## src/rtl/bwc_pkg.sv

```systemverilog
package bwc_pkg;

    typedef enum logic [1:0] {
        RGN_ROM  = 2'd0,
        RGN_RAM  = 2'd1,
        RGN_VOID = 2'd2
    } rgn_e;

    typedef enum logic [1:0] {
        WIN_LO = 2'd0,
        WIN_HI = 2'd1,
        WIN_XD = 2'd2
    } win_e;

    localparam int NUM_WIN = 3;
    localparam logic [7:0] OPEN_BUS = 8'hFF;

endpackage

```

## src/rtl/bwc_sel_file.sv

```systemverilog
module bwc_sel_file #(
    parameter int AW    = 16,
    parameter int SELW  = 16,
    parameter int NWIN  = 3,
    parameter logic [AW-1:0] BASE = 16'hFC06
) (
    input  logic                       clk,
    input  logic                       rst,
    input  logic                       wr_en,
    input  logic [AW-1:0]              addr,
    input  logic [7:0]                 wdata,
    output logic [NWIN-1:0][SELW-1:0]  sel_o,
    output logic                       hit,
    output logic [7:0]                 rdata
);
    localparam int NB     = SELW / 8;
    localparam int NBYTES = NWIN * NB;

    logic [7:0] bytes_q [NBYTES];

    always_ff @(posedge clk) begin
        for (int i = 0; i < NBYTES; i++) begin
            if (rst)
                bytes_q[i] <= 8'h00;
            else if (wr_en && addr == BASE + AW'(i))
                bytes_q[i] <= wdata;
        end
    end

    always_comb begin
        hit   = 1'b0;
        rdata = 8'h00;
        for (int i = 0; i < NBYTES; i++) begin
            if (addr == BASE + AW'(i)) begin
                hit   = 1'b1;
                rdata = bytes_q[i];
            end
        end
    end

    for (genvar w = 0; w < NWIN; w++) begin : g_win
        for (genvar b = 0; b < NB; b++) begin : g_byte
            localparam int IDX = w * NB + b;
            localparam logic [AW-1:0] ADR = BASE + AW'(IDX);
            assign sel_o[w][SELW-1-8*b -: 8] = bytes_q[IDX];

            AST_SEL_LOAD: assert property (@(posedge clk) disable iff (rst)
                (wr_en && addr == ADR) |=> bytes_q[IDX] == $past(wdata));
            AST_SEL_HOLD: assert property (@(posedge clk) disable iff (rst)
                !(wr_en && addr == ADR) |=> $stable(bytes_q[IDX]));
        end
    end

endmodule

```

## src/rtl/bwc_map.sv

```systemverilog
module bwc_map
    import bwc_pkg::*;
#(
    parameter int AW       = 16,
    parameter int SELW     = 16,
    parameter int ROM_LOG2 = 22,
    parameter int RAM_LOG2 = 22,
    localparam int PW      = SELW + AW - 1
) (
    input  logic [SELW-1:0] sel,
    input  logic [AW-2:0]   off,
    output logic [PW-1:0]   phys,
    output rgn_e            rgn
);
    localparam logic [PW-1:0] ONE     = PW'(1);
    localparam logic [PW-1:0] ROM_LIM = ONE << ROM_LOG2;
    localparam logic [PW-1:0] RAM_LIM = ROM_LIM + (ONE << RAM_LOG2);

    assign phys = {sel, off};

    always_comb begin
        if (phys < ROM_LIM)
            rgn = RGN_ROM;
        else if (phys < RAM_LIM)
            rgn = RGN_RAM;
        else
            rgn = RGN_VOID;
    end

endmodule

```

## src/rtl/bank_window_ctrl.sv

```systemverilog
module bank_window_ctrl
    import bwc_pkg::*;
#(
    parameter int AW       = 16,
    parameter int SELW     = 16,
    parameter int ROM_LOG2 = 22,
    parameter int RAM_LOG2 = 22,
    parameter logic [AW-1:0] SEL_BASE = 16'hFC06,
    localparam int PW      = SELW + AW - 1
) (
    input  logic           clk,
    input  logic           rst,
    input  logic           prog_rd,
    input  logic [AW-1:0]  prog_addr,
    output logic [7:0]     prog_rdata,
    input  logic           xd_rd,
    input  logic           xd_wr,
    input  logic [AW-1:0]  xd_addr,
    input  logic [7:0]     xd_wdata,
    output logic [7:0]     xd_rdata,
    output logic           xd_sel_hit,
    output logic           pt_rd,
    output logic           pt_wr,
    output logic [AW-1:0]  pt_addr,
    output logic [7:0]     pt_wdata,
    input  logic [7:0]     pt_rdata,
    output logic           mem_rd,
    output logic           mem_wr,
    output logic [PW-1:0]  mem_addr,
    output logic [7:0]     mem_wdata,
    input  logic [7:0]     mem_rdata,
    output logic           mem_rom_sel,
    output logic           mem_ram_sel
);
    logic [NUM_WIN-1:0][SELW-1:0] sel;
    logic                         reg_hit;
    logic [7:0]                   reg_rdata;
    logic                         xd_any, xd_win, dwin_go;
    logic [SELW-1:0]              prog_sel;
    logic [PW-1:0]                p_phys, d_phys;
    rgn_e                         p_rgn, d_rgn, cur_rgn;

    assign xd_any = xd_rd | xd_wr;
    assign xd_win = ~xd_addr[AW-1];

    bwc_sel_file #(.AW(AW), .SELW(SELW), .NWIN(NUM_WIN), .BASE(SEL_BASE)) u_sel (
        .clk   (clk),
        .rst   (rst),
        .wr_en (xd_wr & ~xd_win),
        .addr  (xd_addr),
        .wdata (xd_wdata),
        .sel_o (sel),
        .hit   (reg_hit),
        .rdata (reg_rdata)
    );

    assign prog_sel = prog_addr[AW-1] ? sel[WIN_HI] : sel[WIN_LO];

    bwc_map #(.AW(AW), .SELW(SELW), .ROM_LOG2(ROM_LOG2), .RAM_LOG2(RAM_LOG2)) u_pmap (
        .sel  (prog_sel),
        .off  (prog_addr[AW-2:0]),
        .phys (p_phys),
        .rgn  (p_rgn)
    );

    bwc_map #(.AW(AW), .SELW(SELW), .ROM_LOG2(ROM_LOG2), .RAM_LOG2(RAM_LOG2)) u_dmap (
        .sel  (sel[WIN_XD]),
        .off  (xd_addr[AW-2:0]),
        .phys (d_phys),
        .rgn  (d_rgn)
    );

    // program fetch owns the memory port when both sides want it
    assign dwin_go = xd_any & xd_win & ~prog_rd;

    always_comb begin
        mem_rd   = (prog_rd && p_rgn != RGN_VOID) || (dwin_go && xd_rd && d_rgn != RGN_VOID);
        mem_wr   = dwin_go && xd_wr && d_rgn == RGN_RAM;
        mem_addr = prog_rd ? p_phys : d_phys;
        cur_rgn  = prog_rd ? p_rgn : d_rgn;
        mem_rom_sel = (mem_rd || mem_wr) && cur_rgn == RGN_ROM;
        mem_ram_sel = (mem_rd || mem_wr) && cur_rgn == RGN_RAM;
    end

    assign mem_wdata = xd_wdata;

    assign prog_rdata = (p_rgn != RGN_VOID) ? mem_rdata : OPEN_BUS;

    assign xd_sel_hit = xd_any & ~xd_win & reg_hit;
    assign pt_rd      = xd_rd & ~xd_win & ~reg_hit;
    assign pt_wr      = xd_wr & ~xd_win & ~reg_hit;
    assign pt_addr    = xd_addr;
    assign pt_wdata   = xd_wdata;

    always_comb begin
        if (xd_win)
            xd_rdata = (dwin_go && d_rgn != RGN_VOID) ? mem_rdata : OPEN_BUS;
        else if (reg_hit)
            xd_rdata = reg_rdata;
        else
            xd_rdata = pt_rdata;
    end

    AST_ROM_NEVER_WRITTEN: assert property (@(posedge clk) disable iff (rst)
        mem_wr |-> (mem_ram_sel && !mem_rom_sel));
    AST_VOID_NO_STROBE: assert property (@(posedge clk) disable iff (rst)
        (mem_rd || mem_wr) |-> (mem_rom_sel || mem_ram_sel));
    AST_FETCH_WINS: assert property (@(posedge clk) disable iff (rst)
        (prog_rd && xd_any && xd_win) |-> (!mem_wr && mem_addr == p_phys));
    AST_PT_EXCLUSIVE: assert property (@(posedge clk) disable iff (rst)
        (pt_rd || pt_wr) |-> (!xd_sel_hit && xd_addr[AW-1] && !(dwin_go && mem_wr)));

endmodule

```

## config.mk

```make
export PLATFORM = sky130hd
export DESIGN_NAME = bank_window_ctrl
export DESIGN_NICKNAME = d
export VERILOG_FILES = /design/src/rtl/bwc_pkg.sv /design/src/rtl/bwc_sel_file.sv /design/src/rtl/bwc_map.sv /design/src/rtl/bank_window_ctrl.sv
export SDC_FILE = /design/constraint.sdc
export NUM_CORES = 1
export LEC_CHECK = 0
export BUFFER_PORTS_ARGS = -buffer_cell sky130_fd_sc_hd__buf_4
export CORE_ASPECT_RATIO = 1.4
export CORE_MARGIN = 2
export CORE_UTILIZATION = 40
export CTS_CLUSTER_DIAMETER = 120
export DETAILED_ROUTE_END_ITERATION = 8
export PLACE_DENSITY = 0.69
export REMOVE_ABC_BUFFERS = 1
export SLEW_MARGIN = 0
export SYNTH_ARGS = -nofsm -noshare
export SYNTH_HDL_FRONTEND = slang
export SYNTH_SLANG_ARGS = --single-unit
```

## constraint.sdc

```tcl
create_clock -name clk -period 2.6 [get_ports clk]
set_input_delay 0.39 -clock clk [delete_from_list [all_inputs] [get_ports clk]]
set_output_delay 0.39 -clock clk [all_outputs]
set_load 0.05 [all_outputs]
```

* After elaboration in Yosys (flattened, before gate mapping)
Memory sizes are Yosys's and may differ from the RTL's.
Cells that the tools add are included.
** Storage, ports and cells
- Register bits :: 0
- Memory bits (writable) :: 48
- Bits of input ports :: 61
- Output and inout port bits :: 86
- Memories kept :: 1
** Operators by class
- $lt $le $gt $ge :: 4
- Equality and inequality tests :: 10
- Muxes and demuxes :: 49
- Bitwise gates (word level) :: 18
- Reductions and logical operators :: 17
** Memories
- u_sel.bytes_q :: words 6, width 8, rd ports 6, clocked after memory_dff 0, write ports 6, RTL line bwc_sel_file.sv:19 : logic [7:0] bytes_q [NBYTES];
** Operator list (number)
- 8-bit 2-to-1 mux :: 16
- 16-bit equality test, second input constant :: 6
- 31-bit by 23-bit < comparator with 1-bit output, second input constant :: 2
- 31-bit by 24-bit < comparator with 1-bit output, second input constant :: 2
- 31-bit 2-to-1 mux :: 1
- 1-bit 2-to-1 mux :: 26
- 16-bit 2-to-1 mux :: 1
- 1-bit logical AND :: 14
- 2-bit 2-to-1 mux :: 5
- 1-bit bitwise AND :: 8
- 1-bit OR :: 7
- 2-bit by 1-bit equality test with 1-bit output, second input constant :: 2
- 2-bit != test, second input constant :: 2
- 1-bit NOT :: 3
- 2-bit logical NOT :: 1
- 1-bit logical OR :: 2

* Logic depth before layout (Yosys ltp)
Gate-level depths: netlist of run 1.
- Depth after elaboration :: 9
- Mapped depth :: 7
- Mapped depth without buffers :: 5

* By module
Synthesis of run 1 repeated with hierarchy kept, for this count alone.
** Second synthesis, totals
- Cell total of the unflattened synthesis :: 400
- Area, all modules :: 4176.5 µm²
** Modules (own cells, without submodules)
- bwc_sel_file :: instances 1, cells each 199, area an instance 2451.1 µm², seq. area each 1441.4 µm²
- bank_window_ctrl :: instances 1, cells each 131, area an instance 1189.9 µm², seq. area each 0.0 µm²
- bwc_map :: instances 2, cells each 35, area an instance 267.8 µm², seq. area each 0.0 µm²

* Worst setup path before layout of run 1
OpenSTA, ideal clock, no wires.
- Kind :: input to output
- Start point :: input xd_addr[9]
- End point :: output xd_rdata[7]
- Data arrival time :: 2.653 ns
- Required time :: 2.210 ns
- Slack :: -0.443 ns
- Stages :: 5
- Buffers on the path :: 1
- Cell sequence :: or4b_4 -> nor4b_2 -> buf_2 -> a211oi_1 -> nor3_1
** Between the ends
- Longest elaborated chain between the ends :: 9
** RTL lines
- start, declared :: RTL line bank_window_ctrl.sv:18 : input logic [AW-1:0] xd_addr,
- parallel branches: the longest is 8 deep, another holds 31-bit by 24-bit < comparator with 1-bit output
- 8-bit 2-to-1 mux * :: RTL line bank_window_ctrl.sv:96 : if (xd_win)
- end, declared :: RTL line bank_window_ctrl.sv:20 : output logic [7:0] xd_rdata,
Every way passes the cells marked *.

==> results.md, run 1 <==
- Met2 Track Usage GR: 0.407
- Sequential area share after synthesis: 0.410
- Netlist cell types: between 40 and 50
- Worst Min Path Start: xd_wdata[0]
- Flop pwr share: 0.405
- Power share of the combinational group: 0.317
- Post-route setup slack: -0.135 ns
- CTS sink cnt: 48
- N_diodes: 0
- Number of setup violations in the final report: 10
- Synthesized instance count: 352
- Max VDD drop: 0.328 mV
- Slew margin rel.: 0.556
- Status: finished with violations
- Iteration-0 DRC Markers: between 150 and 200
- Min-delay worst type: input pin to register
- Hold Crit Endpoint: u_sel.bytes_q[2][8]$_SDFFCE_PN0P_
- Core area: ~8600 um^2
- Post-synth EDFFs: between 40 and 50
- Overall power: 0.00227 W
- P&R area growth vs syn: 38.3%
- Setup crit start kind: register
- Max-Cap Viols: 0
- Die height: between 100 and 150 um
- Setup TNS Final: -0.607 ns
- Synthesized area per cell: approximately 10 um^2
- First-pass GRT wire length: approximately 17 mm
- Via Count: ~3200
- Vias in the first global route: between 3000 and 4000
- IO Pins: 147
- Crit. End Element: primary output
- WS Path Type: register to primary output
- Gr busiest metal: met2
- Initial antenna violation count: 0
- Final Cycle Share: 1.05
- Die area: roughly 9600 um^2
- Congestion Overflow GR: 0
- GR Util All Layers: 0.230
- Number of H-tree levels: 2
- IO Port Bufs: approximately 150
- Synth Register Bits: 48
- Final Non-Filler Cells: 593
- Clock power frac: 0.278
- Failing checks: negative setup slack
- Maximum number of pins on one net before global-route repair: slightly below 50
- CTS Buf Count: 5
- RSZ-0062 raised after global routing: yes
- Final core utilization: 0.569
- Max FFs per register: 48
- Least-Margin Pin Slew: between 0.6 and 0.7 ns
- Area of the mapped netlist: ~3500 um^2
- Initial Utilization: 0.411
- Layout cell share with drive strength beyond 1: 0.473
- Biggest register: u_sel.bytes_q
- Number of remaining DRC errors: 0
- Switching Fraction: 0.342
- Drt pass-1 iters: 4
- Critical path data arrival time: ~2.3 ns
- Synth warn: 0
- DP Cell Count: just under 600
- Met1 GRT Util: 0.277
- Met3 Track Usage GR: 0.0266
- Top FF cell, synth: edfxtp_1
- Cell-internal power: between 0.001 and 0.0015 W
- Critical Path RT: about 2.2 ns
- CTS tree: built
- Layout Nets: around 550
- CTS Hold Buffers Added: 0
- NetSw: between 0.0007 and 0.0008 W
- Biggest regs: u_sel.bytes_q: 48 flops
- RD Place Congestion: 0.824
- DR WL/cell: approximately 19 um
- FP Rows: 40
- Hold WS: roughly 0.43 ns
- DR vias/cell: about 5.4
- Final wirelength: 11.1 mm
- Crit path time final: 2.73 ns
- CTS max path bufs: 2
- Die width: approximately 83 um
- FMAX: approximately 370 MHz
- Worst-path fanout max: 3
- Clk root buf: clkbuf_16
- PwrDens: roughly 470 nW/um^2
- Final Max Slew Viols: 0
- WHS Path Cells: 2
- Antenna-violating nets left: 0
- Leakage: 2.06 nW
- Async set-reset flop share out of synthesis: 0
- Clock-pin transition on the worst setup and hold timing paths: around 0.07 ns
- Post-DP HPWL: about 8.4 mm
- Final hold violations: 0
==> stage by stage <==
stage / worst slack, ns / instance area [um^2]
2_1_floorplan: -0.656 / 3210
3_3_place_gp: 0.0436 / 4620
3_5_place_dp: -0.0553 / 4620
4_1_cts: -0.178 / 4850
5_1_grt: -0.232 / 4870
6_report: -0.135 / 4870
==> area by class of cell <==
| class | instances | area (um^2) |
|---|---|---|
| Sequential cell | 48 | 1440 |
| Tap cell | 105 | 131 |
| Inverter | 1 | 3.75 |
| Timing Repair Buffer | 175 | 1320 |
| Multi-Input combinational cell | 256 | 1820 |
| Clock buffer | 5 | 125 |
| Fill cell | 772 | 3690 |
| Clock inverter | 3 | 18.8 |
==> Yosys cell counts (2+ instances only) <==
library cell / count / area [um^2]
nand2b_1: 2 / 12.5
and2_1: 50 / 313
o221ai_1: 6 / 52.6
edfxtp_1: 48 / 1440
o21ai_0: 3 / 15.0
buf_1: 3 / 11.3
nor2b_1: 4 / 25.0
nor2_1: 30 / 113
a21o_1: 2 / 15.0
nand2_1: 27 / 101
o22ai_1: 2 / 12.5
nor3b_2: 2 / 25.0
nor3_1: 5 / 25.0
a22o_1: 2 / 17.5
clkbuf_1: 8 / 30.0
mux2_2: 22 / 248
mux2i_1: 24 / 240
or2_2: 8 / 50.1
buf_2: 5 / 25.0
o211ai_1: 6 / 45.0
buf_4: 32 / 240
nor4_2: 2 / 25.0
a22oi_1: 6 / 45.0
o21bai_1: 2 / 15.0
nand3_1: 7 / 35.0
a21oi_1: 18 / 90.1
a41o_1: 2 / 20.0
nor4b_2: 2 / 30.0
nand4_1: 3 / 18.8
==> power by group through the flow <==
stage | clock (W) | combinational, W | sequential, W
after floorplan | 0 | 0.000319 | 0.000924
after global placement | 0 | 0.000706 | 0.000933
after detailed placement | 0 | 0.000713 | 0.000935
after CTS | 0.000635 | 0.000719 | 0.000920
after global routing | 0.000660 | 0.000754 | 0.000925
final | 0.000631 | 0.000719 | 0.000921
==> critical path: stages, from the launching register on <==
cell       delay (ns)
edfxtp_1         0.41
or4_4            0.54
nor4_4           0.14
buf_4            0.19
nand3b_4         0.10
nor4_4           0.31
a2bb2oi_2        0.18
buf_6            0.18
==> repair_timing <==
action,4_1_cts,5_1_grt
buffers inserted,4,1
pin swaps,7,3
resized for setup,10,3
gates cloned,1,0
setup endpoints to repair,18,15
==> how the worst max path moves through the flow <==
stage | startpoint | to | slack, ns | cells past startpoint
after CTS | u_sel.bytes_q[2][6]$_SDFFCE_PN0P_ | mem_ram_sel | -0.18 | 7
after global routing | u_sel.bytes_q[2][6]$_SDFFCE_PN0P_ | mem_ram_sel | -0.23 | 7
after detailed placement | prog_rd | mem_ram_sel | -0.06 | 7
final | u_sel.bytes_q[2][6]$_SDFFCE_PN0P_ | mem_ram_sel | -0.13 | 7
after floorplan | xd_addr[9] | xd_rdata[7] | -0.66 | 4
after global placement | prog_rd | mem_ram_sel | 0.04 | 7
==> placed cells by master, fill, tap and decap left out, types with 2 or more instances in the layout <==
master / instances
buf_4: 173
o21bai_1: 2
clkbuf_16: 5
or2_2: 8
or4b_4: 2
o221ai_1: 6
buf_6: 2
nand2_2: 2
nand3_1: 6
edfxtp_1: 48
nand2_1: 26
o21ai_0: 2
nor4b_2: 2
a21o_1: 2
o211ai_1: 6
nor3b_2: 2
nor2_1: 30
nand2b_1: 2
a21oi_1: 18
a22o_1: 2
and2_1: 50
nand4_1: 3
nor3_1: 4
mux2_2: 22
nor2b_1: 4
clkinvlp_4: 2
mux2i_1: 24
a41o_1: 2
nor4_4: 2
a22oi_1: 6
==> logic make-up after synthesis <==
group	after synthesis	synth area share
compound gates	57	0.112
flops	48	0.410
buf+inv	49	0.0882
simple gates	152	0.251
mux	46	0.139
==> routing by layer <==
metal	share of wire	wire length [um]
met1	0.39	4370
met2	0.51	5700
met3	0.062	682
met4	0.030	335
met5	0	0
Power figures use the tool's default switching activity.
==> run 2, diff against run 1 <==
--- a/config.mk
+++ b/config.mk
@@ -13,6 +13,7 @@
 export DETAILED_ROUTE_END_ITERATION = 8
 export PLACE_DENSITY = 0.69
 export REMOVE_ABC_BUFFERS = 1
+export SKIP_LAST_GASP = 1
 export SLEW_MARGIN = 0
 export SYNTH_ARGS = -nofsm -noshare
 export SYNTH_HDL_FRONTEND = slang
==> run 2 against run 1 <==
  * The run still ends with negative setup slack left
  * Sequential share of layout area is essentially flat
  * Combinational power barely moved
  * Setup slack got worse by 0.0064 ns
  * Fmax shrank 0.23%
  * Die area unchanged
  * Clock-buffer cell count stayed put
  * Via count up 0.16%
  * First-iteration DRC count increased by 19%
  * Critical path type unchanged
  * Critical endpoint unchanged
==> results.md, run 2 (synthesis gave the netlist of run 1 again) <==
- Status: finished with violations
- Failing checks: negative setup slack
- Die width: 83.3 um (unchanged)
- IO Pins: 147 (unchanged)
- Initial Utilization: 0.411 (unchanged)
- Post-route setup slack: -0.141 ns (-0.00640 ns)
- Number of H-tree levels: 2 (unchanged)
- CTS sink cnt: 48 (unchanged)
- Met1 GRT Util: 0.277 (unchanged)
- Core area: 8560 um^2 (unchanged)
- First-pass GRT wire length: 17.4 mm (unchanged)
- Crit. End Element: primary output
- Final Cycle Share: 1.05 (+0.00246)
- CTS Buf Count: 5 (unchanged)
- Most frequent CP cell: nor4_4
- Biggest register: u_sel.bytes_q
- Worst-path fanout max: 3 (unchanged)
- Worst Path Buf+Inv: 2 (unchanged)
- Vias in the first global route: 3236 (unchanged)
- WS Path Type: register to primary output
- Least-Margin Pin Slew: 0.647 ns (-0.0156 ns)
- FP Rows: 40 (unchanged)
- Maximum number of pins on one net before global-route repair: 49 (unchanged)
- FMAX: 365 MHz (-0.23%)
- WHS Path Cells: 2 (unchanged)
- Antenna-violating nets left: 0 (unchanged)
- Min-delay worst type: input pin to register
- Max VDD drop: 0.328 mV (about the same)
- Setup crit start kind: register
- P&R area growth vs syn: 38.5% (about the same)
- Critical path's largest stage delay: 0.54 ns (about the same)
- Max-Cap Viols: 0 (unchanged)
- Commonest cells after routing, fill and taps aside: 172 x buf_4, 50 x and2_1, 48 x edfxtp_1
- Layout Nets: 548 (unchanged)
- Biggest regs: u_sel.bytes_q: 48 flops
- Design Area, Final: 4870 um^2 (about the same)
- Slew margin rel.: 0.567 (+0.0105)
- Crit path time final: 2.74 ns (+0.00640 ns)
- Critical path data arrival time: 2.35 ns (about the same)
- Critical path's slowest cell: or4_4
- Clock-pin transition on the worst setup and hold timing paths: 0.07 ns (about the same)
- DR WL/cell: 18.7 um (+0.11%)
- DR vias/cell: 5.39 (+0.16%)
- CTS tree: built
- Leakage: 2.06 nW (about the same)
- N_diodes: 0 (unchanged)
- GR Util All Layers: 0.230 (unchanged)
- IO Port Bufs: 146 (unchanged)
- Crit-path leading delay family: simple AND/OR/NAND/NOR gates
- Met3 Track Usage GR: 0.0266 (unchanged)
- Critical Path RT: 2.21 ns (about the same)
- Final wirelength: 11.1 mm (+0.11%)
- Layout cell share with drive strength beyond 1: 0.473 (unchanged)
- Worst path depth: 7 (unchanged)
- Initial antenna violation count: 0 (unchanged)
- Drt pass-1 iters: 5 (+1)
- Placed cell area: 4620 um^2 (unchanged)
- Die area: 9570 um^2 (unchanged)
- Gr busiest metal: met2
- Final Max Slew Viols: 0 (unchanged)
- Final Non-Filler Cells: 593 (unchanged)
- Die height: 115 um (unchanged)
- Number of remaining DRC errors: 0 (unchanged)
- Via Count: 3199 (+0.16%)
- Met2 Track Usage GR: 0.407 (unchanged)
- DP Cell Count: 579 (unchanged)
- Clk root buf: clkbuf_16
- RD Place Congestion: 0.824 (unchanged)
- Number of setup violations in the final report: 10 (unchanged)
- Placement Setup Slack: -0.0553 ns (unchanged)
- Final hold violations: 0 (unchanged)
- Congestion Overflow GR: 0 (unchanged)
- Iteration-0 DRC Markers: 217 (+19%)
- CTS max path bufs: 2 (unchanged)
- Max FFs per register: 48 (unchanged)
- PwrDens: 466 nW/um^2 (-0.11%)
- Critical-path cell list: or4_4 -> nor4_4 -> buf_4 -> nand3b_4 -> nor4_4 -> a2bb2oi_2 -> buf_6
- Post-DP HPWL: 8.40 mm (unchanged)
- Commonest non-fill, non-tap cell in the layout: buf_4
- RSZ-0062 raised after global routing: yes
run 2: timing repair:
| action | in CTS | in global routing |
|---|---|---|
| endpoints found under the setup margin | 18 | 15 |
| endpoints found under the hold margin | 0 | 0 |
| buffers inserted | 4 | 1 |
| hold buffers | 0 | 0 |
| gates resized for setup | 10 | 4 |
| pin swaps | 6 | 4 |
| cloned | 1 | 0 |
run 2: report_power, final:
| part | total [W] | switching (W) | leakage, nW | internal, W |
|---|---|---|---|---|
| Clock | 0.000631 | 0.000278 | 0.0635 | 0.000353 |
| Sequential | 0.000921 | 0.0000314 | 0.455 | 0.000889 |
| Combinational | 0.000718 | 0.000467 | 1.55 | 0.000251 |
| Total | 0.00227 | 0.000777 | 2.06 | 0.00149 |
run 2: final timing paths:
path | startpoint | to | slack [ns]
setup / recovery | u_sel.bytes_q[2][6]$_SDFFCE_PN0P_ | mem_ram_sel | -0.14
hold / removal | xd_wdata[0] | u_sel.bytes_q[2][8]$_SDFFCE_PN0P_ | 0.43
run 2: layout make-up:
type / count / area [um^2]
repair buffers: 175 / 1330
fillers: 775 / 3690
inverters: 1 / 3.75
clock inverters: 3 / 18.8
clock buffers: 5 / 125
well taps: 105 / 131
multi-input cells: 256 / 1820
flip-flops and latches: 48 / 1440
run 2: per-stage QoR:
step	total power [W]	utilization	hold WS [ns]	setup TNS, ns
finish	0.00227	0.569	0.430	-0.645
floorplan	0.00124	-	0.588	-1.36
CTS	0.00227	0.567	0.431	-1.36
detailed placement	0.00165	0.540	0.730	-0.0553
global route	0.00234	0.569	0.441	-1.88
global placement	0.00164	0.540	0.723	0
run 2: metal layers:
metal | part of all wire | vias to the layer above
met5 | 0 | -
li1 | - | 1526
met3 | 0.064 | 29
met2 | 0.51 | 157
met4 | 0.035 | 0
met1 | 0.39 | 1487
==> run 3, diff against run 2 <==
--- a/config.mk
+++ b/config.mk
@@ -13,6 +13,7 @@
 export DETAILED_ROUTE_END_ITERATION = 8
 export PLACE_DENSITY = 0.69
 export REMOVE_ABC_BUFFERS = 1
+export SETUP_SLACK_MARGIN = 0.15
 export SKIP_LAST_GASP = 1
 export SLEW_MARGIN = 0
 export SYNTH_ARGS = -nofsm -noshare
==> run 3 against run 2 <==
  * The flow still finishes with violations (negative setup slack)
  * Routed wire length is 0.75% higher
  * Sequential share of layout area is 0.75 points lower
  * Clock power hardly changed
  * Clock-buffer cell count stayed put
  * Setup slack better by 0.029 ns
  * Critical path depth stayed put
  * Non-clock buffer count is 6 higher
  * Final cell count is 1.0% higher
  * Fmax is 1.1% higher
  * Hold slack hardly changed
  * First-iteration DRC count is 7.4% lower
  * Highest routed layer unchanged
==> results.md, run 3 (synthesis gave the netlist of run 1 again) <==
- Status: finished with violations
- Failing checks: negative setup slack
- Leakage: 2.14 nW (+3.9%)
- Placement Setup Slack: -0.0553 ns (unchanged)
- Met2 Wirelength: 5.84 mm (+3.0%)
- Routed wl met3: 787 um (+10%)
- Worst Min Path Start: xd_wdata[0]
- Number of setup violations in the final report: 10 (unchanged)
- Final wirelength: 11.2 mm (+0.75%)
- Commonest non-fill, non-tap cell in the layout: buf_4
- Fillers: 749 (-3.4%)
- WHS Path Cells: 2 (unchanged)
- Post-DP HPWL: 8.40 mm (unchanged)
- Congestion Overflow GR: 0 (unchanged)
- Final hold violations: 0 (unchanged)
- Crit. End Element: primary output
- Least-Margin Pin Slew: 0.655 ns (+0.00790 ns)
- Die width: 83.3 um (unchanged)
- Setup TNS Final: -0.529 ns (+0.117 ns)
- Max-Cap Viols: 0 (unchanged)
- Critical Path RT: 2.21 ns (about the same)
- RSZ-0062 raised after global routing: yes
- GR Util All Layers: 0.232 (+0.00183)
- Antenna-violating nets left: 0 (unchanged)
- Maximum number of pins on one net before global-route repair: 49 (unchanged)
- Layout Nets: 554 (+1.1%)
- First-pass GRT wire length: 17.5 mm (+0.71%)
- WS Path Type: register to primary output
- Clock power frac: 0.278 (about the same)
- Hold Crit Endpoint: u_sel.bytes_q[1][0]$_SDFFCE_PN0P_
- Critical path data arrival time: 2.32 ns (-0.03 ns)
- Layout cell share with drive strength beyond 1: 0.482 (+0.00842)
- Setup crit start kind: register
- Final core utilization: 0.584 (+0.0148)
- Max VDD drop: 0.328 mV (about the same)
- PwrDens: 456 nW/um^2 (-2.1%)
- Power share of the combinational group: 0.319 (+0.003)
- Via Count: 3253 (+1.7%)
- Worst-path fanout max: 3 (unchanged)
- IO Port Bufs: 146 (unchanged)
- Core area: 8560 um^2 (unchanged)
- Die area: 9570 um^2 (unchanged)
- Final Max Slew Viols: 0 (unchanged)
- Commonest cells after routing, fill and taps aside: 167 x buf_4, 50 x and2_1, 48 x edfxtp_1
- DR WL/cell: 18.7 um (-0.26%)
- P&R area growth vs syn: 42.0%
- N_diodes: 0 (unchanged)
- IO Pins: 147 (unchanged)
- Switching Fraction: 0.343 (+0.000427)
- Top Layer Used: met4
- Cell-internal power: 0.00150 W (+0.38%)
- Die height: 115 um (unchanged)
- Clk root buf: clkbuf_16
- Min-delay worst type: input pin to register
- Biggest register: u_sel.bytes_q
- CTS max path bufs: 2 (unchanged)
- CTS Buf Count: 5 (unchanged)
- Final Non-Filler Cells: 599 (+1.0%)
- CTS tree: built
- Initial antenna violation count: 0 (unchanged)
- Number of remaining DRC errors: 0 (unchanged)
- WL met1: 4.21 mm (-2.5%)
- Setup crit start: u_sel.bytes_q[2][6]$_SDFFCE_PN0P_
- CTS sink cnt: 48 (unchanged)
- Post-route setup slack: -0.112 ns (+0.0290 ns)
- Clock-pin transition on the worst setup and hold timing paths: 0.07 ns (about the same)
- FMAX: 369 MHz (+1.1%)
- Iteration-0 DRC Markers: 201 (-7.4%)
- NetSw: 0.000781 W (+0.57%)
- Final Cycle Share: 1.04 (-0.0111)
- Drt pass-1 iters: 6 (+1)
- DP Cell Count: 579 (unchanged)
- Crit path time final: 2.71 ns (-0.0290 ns)
- FP Rows: 40 (unchanged)
- Number of H-tree levels: 2 (unchanged)
- DR vias/cell: 5.43 (+0.67%)
- Initial Utilization: 0.411 (unchanged)
- CTS Hold Buffers Added: 0 (unchanged)
- Vias in the first global route: 3278 (+1.3%)
- Max FFs per register: 48 (unchanged)
- Slew margin rel.: 0.562 (-0.00529)
- Biggest regs: u_sel.bytes_q: 48 flops
- Flop pwr share: 0.404 (-0.002)
- RD Place Congestion: 0.824 (unchanged)
[run 3: timing repair]
action / 4_1_cts / 5_1_grt
gates resized for setup: 21 / 17
setup buffers: 8 / 3
pin swaps: 9 / 7
cloned: 1 / 0
endpoints found under the setup margin: 20 / 20
[run 3: how the worst max path moves through the flow]
stage                             end  slack [ns]  cells past startpoint
final                     mem_ram_sel       -0.11                      7
after global routing      mem_ram_sel       -0.22                      7
after CTS                 mem_ram_sel       -0.18                      7
after detailed placement  mem_ram_sel       -0.06                      7
after global placement    mem_ram_sel        0.04                      7
after floorplan           xd_rdata[7]       -0.66                      4
[run 3: final cells by class]
class                      instances  area (um^2)  share of cell area
clock buffer                       5          125              0.0250
clock inverter                     3         18.8             0.00376
inverter                           1         3.75            0.000751
multi-input combinational        256         1850               0.371
sequential                        48         1440               0.289
tap                              105          131              0.0263
timing repair buffer             181         1420               0.285
[run 3: worst max-delay path, cell delays in order (launching register included)]
cell       delay, ns
edfxtp_1        0.42
or4_4           0.54
nor4_4          0.15
buf_6           0.16
nand3b_4        0.10
nor4_4          0.30
a2bb2oi_2       0.18
buf_6           0.17
[run 3: power by group through the flow]
| stage | registers (W) | logic [W] | clock network (W) |
|---|---|---|---|
| after global placement | 0.000933 | 0.000706 | 0 |
| after global routing | 0.000924 | 0.000764 | 0.000660 |
| final | 0.000920 | 0.000727 | 0.000633 |
| after detailed placement | 0.000935 | 0.000713 | 0 |
| after CTS | 0.000919 | 0.000726 | 0.000635 |
| after floorplan | 0.000924 | 0.000319 | 0 |
[run 3: through the flow]
step / power, W / area, um^2 / hold WS, ns
global route: 0.00235 / 5000 / 0.441
CTS: 0.00228 / 4920 / 0.431
detailed placement: 0.00165 / 4620 / 0.730
global placement: 0.00164 / 4620 / 0.723
floorplan: 0.00124 / 3210 / 0.588
finish: 0.00228 / 5000 / 0.431
[run 3: metal layers]
layer / track usage / up-vias
li1: - / 1541
met2: 0.409 / 162
met4: 0.125 / 0
met1: 0.277 / 1522
met3: 0.0280 / 28
met5: 0 / -
